--- config.mk ---
export PLATFORM = sky130hd
export DESIGN_NAME = sdram_cmd_gate
export DESIGN_NICKNAME = d
export VERILOG_FILES = /design/src/rtl/sgate_pkg.sv /design/src/rtl/sgate_sat_ctr.sv /design/src/rtl/sgate_bank_timer.sv /design/src/rtl/sgate_rule.sv /design/src/rtl/sdram_cmd_gate.sv
export SDC_FILE = /design/constraint.sdc
export NUM_CORES = 1
export LEC_CHECK = 0
export BUFFER_PORTS_ARGS = -buffer_cell sky130_fd_sc_hd__buf_2
export CAP_MARGIN = 20
export CORE_UTILIZATION = 59
export DETAILED_ROUTE_END_ITERATION = 10
export GPL_TIMING_DRIVEN = 0
export PLACE_DENSITY = 0.79
export SYNTH_ARGS = -nofsm -noshare
export SYNTH_HDL_FRONTEND = slang
export SYNTH_SLANG_ARGS = --single-unit
--- constraint.sdc ---
create_clock -name clk -period 3.18 [get_ports clk]
set_input_delay 0.159 -clock clk [delete_from_list [all_inputs] [get_ports clk]]
set_output_delay 0.159 -clock clk [all_outputs]
set_load 0.01 [all_outputs]
--- src/rtl/sgate_pkg.sv ---
package sgate_pkg;

  typedef enum logic [2:0] {
    CMD_NOP = 3'd0,
    CMD_ACT = 3'd1,
    CMD_RD  = 3'd2,
    CMD_WR  = 3'd3,
    CMD_PRE = 3'd4
  } sd_cmd_e;

  // Two-way spacing choice driven by a single select bit.
  function automatic int pick_gap(logic sel, int lo, int hi);
    return sel ? hi : lo;
  endfunction

  // Spacing between a write and the following precharge.
  function automatic int wr_pre_gap(logic sel, logic hold, logic single,
                                    int lo, int hi, int swr);
    return (hold && single) ? swr : pick_gap(sel, lo, hi);
  endfunction

  function automatic int max2(int a, int b);
    return (a > b) ? a : b;
  endfunction

endpackage

--- src/rtl/sgate_sat_ctr.sv ---
module sgate_sat_ctr #(
  parameter int CNT_W   = 3,
  parameter int MAX_GAP = 4
) (
  input  logic             clk,
  input  logic             rst_n,
  input  logic             restart,
  output logic [CNT_W-1:0] count
);

  localparam logic [CNT_W-1:0] TOP = CNT_W'(MAX_GAP);
  localparam logic [CNT_W-1:0] ONE = CNT_W'(1);

  logic at_top;
  assign at_top = (count >= TOP);

  // Value equals cycles since the last restart, held at TOP.
  always_ff @(posedge clk or negedge rst_n) begin
    if (!rst_n)       count <= TOP;
    else if (restart) count <= ONE;
    else if (!at_top) count <= count + ONE;
  end

endmodule

--- src/rtl/sgate_bank_timer.sv ---
module sgate_bank_timer #(
  parameter int CNT_W   = 3,
  parameter int MAX_GAP = 4
) (
  input  logic             clk,
  input  logic             rst_n,
  input  logic             ev_act,
  input  logic             ev_pre,
  input  logic             ev_wr,
  input  logic             wr_single,
  output logic [CNT_W-1:0] since_act,
  output logic [CNT_W-1:0] since_pre,
  output logic [CNT_W-1:0] since_wr,
  output logic             wr_was_single
);

  sgate_sat_ctr #(.CNT_W(CNT_W), .MAX_GAP(MAX_GAP)) u_act (
    .clk(clk), .rst_n(rst_n), .restart(ev_act), .count(since_act));

  sgate_sat_ctr #(.CNT_W(CNT_W), .MAX_GAP(MAX_GAP)) u_pre (
    .clk(clk), .rst_n(rst_n), .restart(ev_pre), .count(since_pre));

  sgate_sat_ctr #(.CNT_W(CNT_W), .MAX_GAP(MAX_GAP)) u_wr (
    .clk(clk), .rst_n(rst_n), .restart(ev_wr), .count(since_wr));

  always_ff @(posedge clk or negedge rst_n) begin
    if (!rst_n)     wr_was_single <= 1'b0;
    else if (ev_wr) wr_was_single <= wr_single;
  end

endmodule

--- src/rtl/sgate_rule.sv ---
module sgate_rule
  import sgate_pkg::*;
#(
  parameter int CNT_W   = 3,
  parameter int TRCD_LO = 2,
  parameter int TRCD_HI = 3,
  parameter int TRP_LO  = 2,
  parameter int TRP_HI  = 3,
  parameter int TDP_LO  = 1,
  parameter int TDP_HI  = 2,
  parameter int SWR_GAP = 4
) (
  input  logic [2:0]       cmd,
  input  logic [CNT_W-1:0] since_act,
  input  logic [CNT_W-1:0] since_pre,
  input  logic [CNT_W-1:0] since_wr,
  input  logic             wr_was_single,
  input  logic             cfg_trcd_sel,
  input  logic             cfg_trp_sel,
  input  logic             cfg_tdp_sel,
  input  logic             cfg_swr_hold,
  output logic             rcd_met,
  output logic             rp_met,
  output logic             dp_met,
  output logic             gap_ok
);

  logic [CNT_W-1:0] need_rcd, need_rp, need_dp;

  assign need_rcd = CNT_W'(pick_gap(cfg_trcd_sel, TRCD_LO, TRCD_HI));
  assign need_rp  = CNT_W'(pick_gap(cfg_trp_sel, TRP_LO, TRP_HI));
  assign need_dp  = CNT_W'(wr_pre_gap(cfg_tdp_sel, cfg_swr_hold, wr_was_single,
                                      TDP_LO, TDP_HI, SWR_GAP));

  assign rcd_met = (since_act >= need_rcd);
  assign rp_met  = (since_pre >= need_rp);
  assign dp_met  = (since_wr  >= need_dp);

  always_comb begin
    case (sd_cmd_e'(cmd))
      CMD_ACT: gap_ok = rp_met;
      CMD_RD,
      CMD_WR:  gap_ok = rcd_met;
      CMD_PRE: gap_ok = dp_met;
      default: gap_ok = 1'b1;
    endcase
  end

endmodule

--- src/rtl/sdram_cmd_gate.sv ---
module sdram_cmd_gate
  import sgate_pkg::*;
#(
  parameter int NBANK   = 4,
  parameter int TRCD_LO = 2,
  parameter int TRCD_HI = 3,
  parameter int TRP_LO  = 2,
  parameter int TRP_HI  = 3,
  parameter int TDP_LO  = 1,
  parameter int TDP_HI  = 2,
  parameter int SWR_GAP = 4,
  localparam int BANK_W = (NBANK > 1) ? $clog2(NBANK) : 1
) (
  input  logic              clk,
  input  logic              rst_n,
  input  logic              req_valid,
  input  logic [2:0]        req_cmd,
  input  logic [BANK_W-1:0] req_bank,
  input  logic              req_single,
  input  logic              cfg_trcd_sel,
  input  logic              cfg_trp_sel,
  input  logic              cfg_tdp_sel,
  input  logic              cfg_swr_hold,
  output logic              cmd_acc,
  output logic [2:0]        iss_cmd,
  output logic [BANK_W-1:0] iss_bank
);

  localparam int MAX_GAP = max2(max2(max2(TRCD_LO, TRCD_HI), max2(TRP_LO, TRP_HI)),
                                max2(max2(TDP_LO, TDP_HI), SWR_GAP));
  localparam int CNT_W   = $clog2(MAX_GAP + 1);

  logic [CNT_W-1:0] act_cnt [NBANK];
  logic [CNT_W-1:0] pre_cnt [NBANK];
  logic [CNT_W-1:0] wr_cnt  [NBANK];
  logic             wr_single_q [NBANK];

  // Named events for the checker.
  logic issue_act, issue_pre, issue_wr;
  logic rcd_met, rp_met, dp_met, gap_ok;

  assign issue_act = cmd_acc && (req_cmd == CMD_ACT);
  assign issue_pre = cmd_acc && (req_cmd == CMD_PRE);
  assign issue_wr  = cmd_acc && (req_cmd == CMD_WR);

  for (genvar b = 0; b < NBANK; b++) begin : g_bank
    logic hit;
    assign hit = (req_bank == BANK_W'(b));
    sgate_bank_timer #(.CNT_W(CNT_W), .MAX_GAP(MAX_GAP)) u_tmr (
      .clk           (clk),
      .rst_n         (rst_n),
      .ev_act        (issue_act && hit),
      .ev_pre        (issue_pre && hit),
      .ev_wr         (issue_wr && hit),
      .wr_single     (req_single),
      .since_act     (act_cnt[b]),
      .since_pre     (pre_cnt[b]),
      .since_wr      (wr_cnt[b]),
      .wr_was_single (wr_single_q[b])
    );
  end

  sgate_rule #(
    .CNT_W(CNT_W), .TRCD_LO(TRCD_LO), .TRCD_HI(TRCD_HI),
    .TRP_LO(TRP_LO), .TRP_HI(TRP_HI), .TDP_LO(TDP_LO), .TDP_HI(TDP_HI),
    .SWR_GAP(SWR_GAP)
  ) u_rule (
    .cmd           (req_cmd),
    .since_act     (act_cnt[req_bank]),
    .since_pre     (pre_cnt[req_bank]),
    .since_wr      (wr_cnt[req_bank]),
    .wr_was_single (wr_single_q[req_bank]),
    .cfg_trcd_sel  (cfg_trcd_sel),
    .cfg_trp_sel   (cfg_trp_sel),
    .cfg_tdp_sel   (cfg_tdp_sel),
    .cfg_swr_hold  (cfg_swr_hold),
    .rcd_met       (rcd_met),
    .rp_met        (rp_met),
    .dp_met        (dp_met),
    .gap_ok        (gap_ok)
  );

  assign cmd_acc  = rst_n && req_valid && gap_ok;
  assign iss_cmd  = cmd_acc ? req_cmd  : CMD_NOP;
  assign iss_bank = cmd_acc ? req_bank : '0;

endmodule

# Word level (Yosys, flattened, before mapping)
# Index checks and enable logic that the tools add are counted.
# W data, S select, Z words.
# totals
reg_bits	40
# op_classes
add_sub_neg	12
eq_ne	19
n_mux	43
n_bitwise	1
n_reduce_logical	20
n_lt_le_gt_ge	16
# op_table
operator	count
$mux W3	32
$ge A3 B3 Y1 const B	13
$add A3 B1 Y3 const B	12
$ne A2 B1 Y1 const B	12
$bmux W3 S2	3
$logic_and A1 B1 Y1	18
$ge A3 B3 Y1	3
$eq A3 B2 Y1 const B	2
$eq A2 B2 Y1 const B	2
$mux W1	4
$mux W2	2
$eq A3 B1 Y1 const B	1
$eq A3 B3 Y1 const B	1
$not A2 Y3	1
$pmux W1 S3	1
$bmux W1 S2	1
$eq A2 B1 Y1 const B	1
$logic_not A2 Y1	1
$reduce_or A2 Y1	1

# Depth between registers and ports, before layout
# depth
ltp_word	12
depth_mapped	11
depth_no_buf	9

# Modules after synthesis
# From an unflattened synthesis, not the netlist that was laid out.
# unflattened
cells_unflattened	193
hier_area_um2	2255.9
# by_module_without_submodules
mod	seq_area_each_um2	cells_per_inst	n_inst	area_per_inst_um2
sgate_sat_ctr	76.3	10	12	125.1
sdram_cmd_gate	0.0	40	1	425.4
sgate_rule	0.0	25	1	168.9
sgate_bank_timer	25.0	2	4	40.0

# Least setup slack after synthesis
# No wires, ideal clock.
# synth_path
kind	in2out
from	input port req_bank[0]
to	output port iss_bank[0]
n_path_buf	2
arrival_time_ps	2679
cell_stages	10
required_ps	3021
path_slack_ps	342
path_cell_list	buf_6 clkbuf_1 mux4_2 inv_1 ha_1 nand2b_1 a211oi_1 a21oi_1 o31ai_1 a21boi_0
# synth_between
elab_chain_cells	10
# synth_rtl
element	line	text
start: declaration	sdram_cmd_gate.sv:18	input logic [BANK_W-1:0] req_bank,
$not A2 Y3 (implied by the code)	--	
$bmux W1 S2	sdram_cmd_gate.sv:72	.wr_was_single (wr_single_q[req_bank]),
$mux W1 (implied by the code) (2 in a row)	sdram_cmd_gate.sv:72	
$logic_and A1 B1 Y1	sgate_pkg.sv:19	return (hold && single) ? swr : pick_gap(sel, lo, hi);
$mux W3	sgate_pkg.sv:19	
$ge A3 B3 Y1	sgate_rule.sv:37	assign dp_met = (since_wr >= need_dp);
$pmux W1 S3	sgate_rule.sv:40	case (sd_cmd_e'(cmd))
$logic_and A1 B1 Y1	sdram_cmd_gate.sv:83	assign cmd_acc = rst_n && req_valid && gap_ok;
$mux W2 (*)	sdram_cmd_gate.sv:85	assign iss_bank = cmd_acc ? req_bank : '0;
end: declaration	sdram_cmd_gate.sv:26	output logic [BANK_W-1:0] iss_bank
# Every way passes the cells marked *; elsewhere a longest branch is shown, timed or not. The select of a mux whose other input is x is not followed.

# Worst setup path in the final report
# layout_path
from	register g_bank[2].u_tmr.wr_was_single
to	output port iss_bank[0]
# layout_between
elab_chain_cells	9
# layout_rtl
element	line	text
start: declaration	sgate_bank_timer.sv:14	output logic wr_was_single
start signal: assignment	sgate_bank_timer.sv:28	else if (ev_wr) wr_was_single <= wr_single;
$bmux W1 S2	sdram_cmd_gate.sv:72	
$mux W1 (implied by the code) (2 in a row)	sdram_cmd_gate.sv:72	
$logic_and A1 B1 Y1	sgate_pkg.sv:19	
$mux W3	sgate_pkg.sv:19	
$ge A3 B3 Y1	sgate_rule.sv:37	
$pmux W1 S3	sgate_rule.sv:40	
$logic_and A1 B1 Y1	sdram_cmd_gate.sv:83	
$mux W2	sdram_cmd_gate.sv:85	
# No other way between the ends. The select of a mux whose other input is x is not followed.

==> out/results.txt <==
Buffers on Ports -> 16
CP Cell Sequence -> mux4_2, a21oi_1, ha_1, nand2b_1, a31oi_1, a31oi_1, nor2_1, a21boi_0, buf_2
Worst-skew pair later-pin latency -> 0.29 ns
Detailed router's first-iteration violation count -> 68
Met3 usage -> 4.643%
TritonCTS Sinks -> 40
Fin. max-slew vios -> 0
Die ar. -> 4066 um2
Storage cell area -> 1016 um2
Antenna violations before repair -> 0
Hold_ws -> -0.02074 ns
Pwr Total -> 1819 uW
GPL Wtd Cong -> 0.9262
Count leader, synth -> dfrtp_1
WP data arrival -> 2.88 ns
Worst R2R End -> g_bank[3].u_tmr.u_pre.count[0]
Synth top area share -> 31.13%
Die Width -> 63.77 um
Post-route ant nets -> 0
FILL cells -> 261
Gr usage total -> 25.84%
Largest net degree at the start of global routing -> 43
Post-route minimum period -> 3.036 ns
First-pass GRT wire length -> 7.797 mm
Multi-input gate area -> 1201 um2
Failing checks -> negative hold slack
Critical Path RT -> 3.02 ns
Drt total wl -> 4.604 mm
Critical path peak fanout -> 5
Slowest-stage cell, CP -> mux4_2
Cell Area, Synth -> 2251 um2
Leak pwr -> 0.001158 uW
Grt peak-use layer -> met2
Fin Clk Skew -> 0.006885 ns
Critical path class -> flop to output pin
Syn-to-layout area delta -> 10.45%
Root Buffer Master -> clkbuf_8
Worst Hold Class -> primary input to asynchronous set/reset pin
Die span in y -> 63.77 um
TritonCTS clock tree -> done
Syn_area_per_cell -> 11.60 um2
Largest cells by area after synthesis -> dfrtp_1 (31%), dfstp_2 (14%), ha_1 (9.4%), mux4_2 (7.0%), mux2i_1 (5.8%)
Post-synth ARST share -> 100.0%
Dpl hpwl -> 3.492 mm
Yosys warnings -> 0
Number of placed I/O pins -> 19
Outcome -> complete, but fails checks
Final #Nets -> 247
Max incr delay on CP -> 0.49 ns
Number of synthesized flops with an enable pin -> 0
Sequential share of the synthesized area -> 45.14%
Synth area leader -> dfrtp_1
Mapped Cells -> 194
Vias in the first global route -> 1,689
CP Capture Point -> iss_bank[0]
Starting density of the core -> 61.48%
Diode count -> 0
Worst slew pin tran -> 0.8809 ns
PD cells -> 731.6 nW/um2
Peak VDD IR -> 0.4105 mV
Unique masters post-synth -> 38
Max cap viols -> 0
Fin util -> 67.91%
Std cell rows -> 22
Worst R2R Setup Slack -> 0.63 ns
Post-Syn Nets -> 224
WP depth -> 9
GR Overflow Total -> 0
Fin crit share -> 95.48%
Routed length per instance -> 17.31 um
Worst R2R Path Depth -> 9
Share of layout cells above drive strength 1 -> 25.69%
M2 GR Usage -> 41.89%
First-pass iteration count of the detailed router -> 4
Synth cell count leaders -> dfrtp_1 (28), ha_1 (17), nand2_1 (17)
Reg-to-Reg Start -> g_bank[2].u_tmr.wr_was_single
CTS Buf Count -> 5
Clk slew on worst S/H paths -> 0.08 ns
Crit path from -> g_bank[2].u_tmr.wr_was_single
Worst Path Buf+Inv -> 1
Unrepaired setup endpoints after global routing -> false
Most used cell along the critical path -> a31oi_1
CP top delay family -> compound AO/OA/AOI/OAI gates
Drt via density -> 5.940
H-tree depth -> 2
Vias -> 1,580
Met1 usage -> 33.45%
Post-cts hold buffer count -> 0
Max clock buf depth -> 2
Startpoint Class -> flop
Critical path endpoint category -> output pin
Yosys reg bits -> 40
Final hold viol count -> 27
Top_reg_cell synth -> dfrtp_1
Final setup TNS -> 0 ns
Final setup fails -> 0
Drt drc -> 0
Core area -> 3661 um2
Relative slew margins -> 40.45%
Achievable Freq -> 329.3 MHz
==> final cells by class <==
class | instances | share of cell area [%]
clock buffers | 5 | 2.768
inverters | 3 | 0.4529
clock inverters | 3 | 0.7549
flip-flops and latches | 40 | 40.87
multi-input cells | 146 | 48.31
repair buffers | 17 | 3.422
plain buffers | 4 | 1.007
well taps | 48 | 2.416
==> placed cells by master (no fill, tap or decap), drive strengths merged, types with 2 or more instances in the layout <==
cell type  instances
o21bai             2
nand2             17
mux2i             13
clkbuf             7
and3               2
mux2               5
nand3              3
o21a               6
nor2              15
a21oi             12
a21o               2
mux4               7
clkinv             3
a31oi              4
ha                17
dfrtp             28
a21boi             4
o21ai              2
inv                3
nand2b             6
xor2              11
buf               19
dfstp             12
nor2b              6
==> metrics by stage <==
stage,area (um2),cells,setup slack (ns)
floorplan,2251,194,0.3422
detailed placement,2396,259,-0.2381
global placement,2391,258,-0.2508
CTS,2490,267,0.008123
finish,2486,266,0.1436
global route,2486,266,0.02281
==> power by group <==
| group | internal [uW] | leakage [uW] | switching (uW) |
|---|---|---|---|
| sequential | 708 | 0.000458 | 185 |
| clock | 153 | 0.0000479 | 177 |
| combinational | 320 | 0.000652 | 276 |
==> registers in the layout, indices dropped and copies added, names as in the netlist <==
register and flops:
g_bank.u_tmr.u_pre.count 12, g_bank.u_tmr.u_act.count 12, g_bank.u_tmr.wr_was_single 4, g_bank.u_tmr.u_wr.count 12
==> worst min-delay path by stage <==
stage / endpoint
global placement: g_bank[1].u_tmr.u_act.count[0]
detailed placement: g_bank[1].u_tmr.u_act.count[0]
finish: g_bank[1].u_tmr.u_act.count[0]
CTS: g_bank[1].u_tmr.u_act.count[0]
floorplan: g_bank[0].u_tmr.u_act.count[0]
global route: g_bank[1].u_tmr.u_act.count[0]
==> what timing repair did <==
action	4_1_cts	5_1_grt
setup buffers	0	0
gates resized for setup	2	0
setup endpoints to repair	4	5
hold endpoints to repair	0	0
cloned	0	0
==> layer usage <==
metal  routed length [um]  vias up
li1                     -      745
met1                 2015      795
met2                 2313       27
met3                  136       13
met4                  138        0
met5                    0        -
==> kinds of logic after synthesis <==
kind of cell / count (synthesis) / share of synthesized area, %
buf+inv: 8 / 1.723
xor+xnor: 12 / 4.669
mux: 25 / 15.62
flops: 40 / 45.14
simple gates: 55 / 12.12
fa+ha+maj: 17 / 9.450
compound gates: 37 / 11.28
Note: power is estimated with default switching activity, not from simulation.
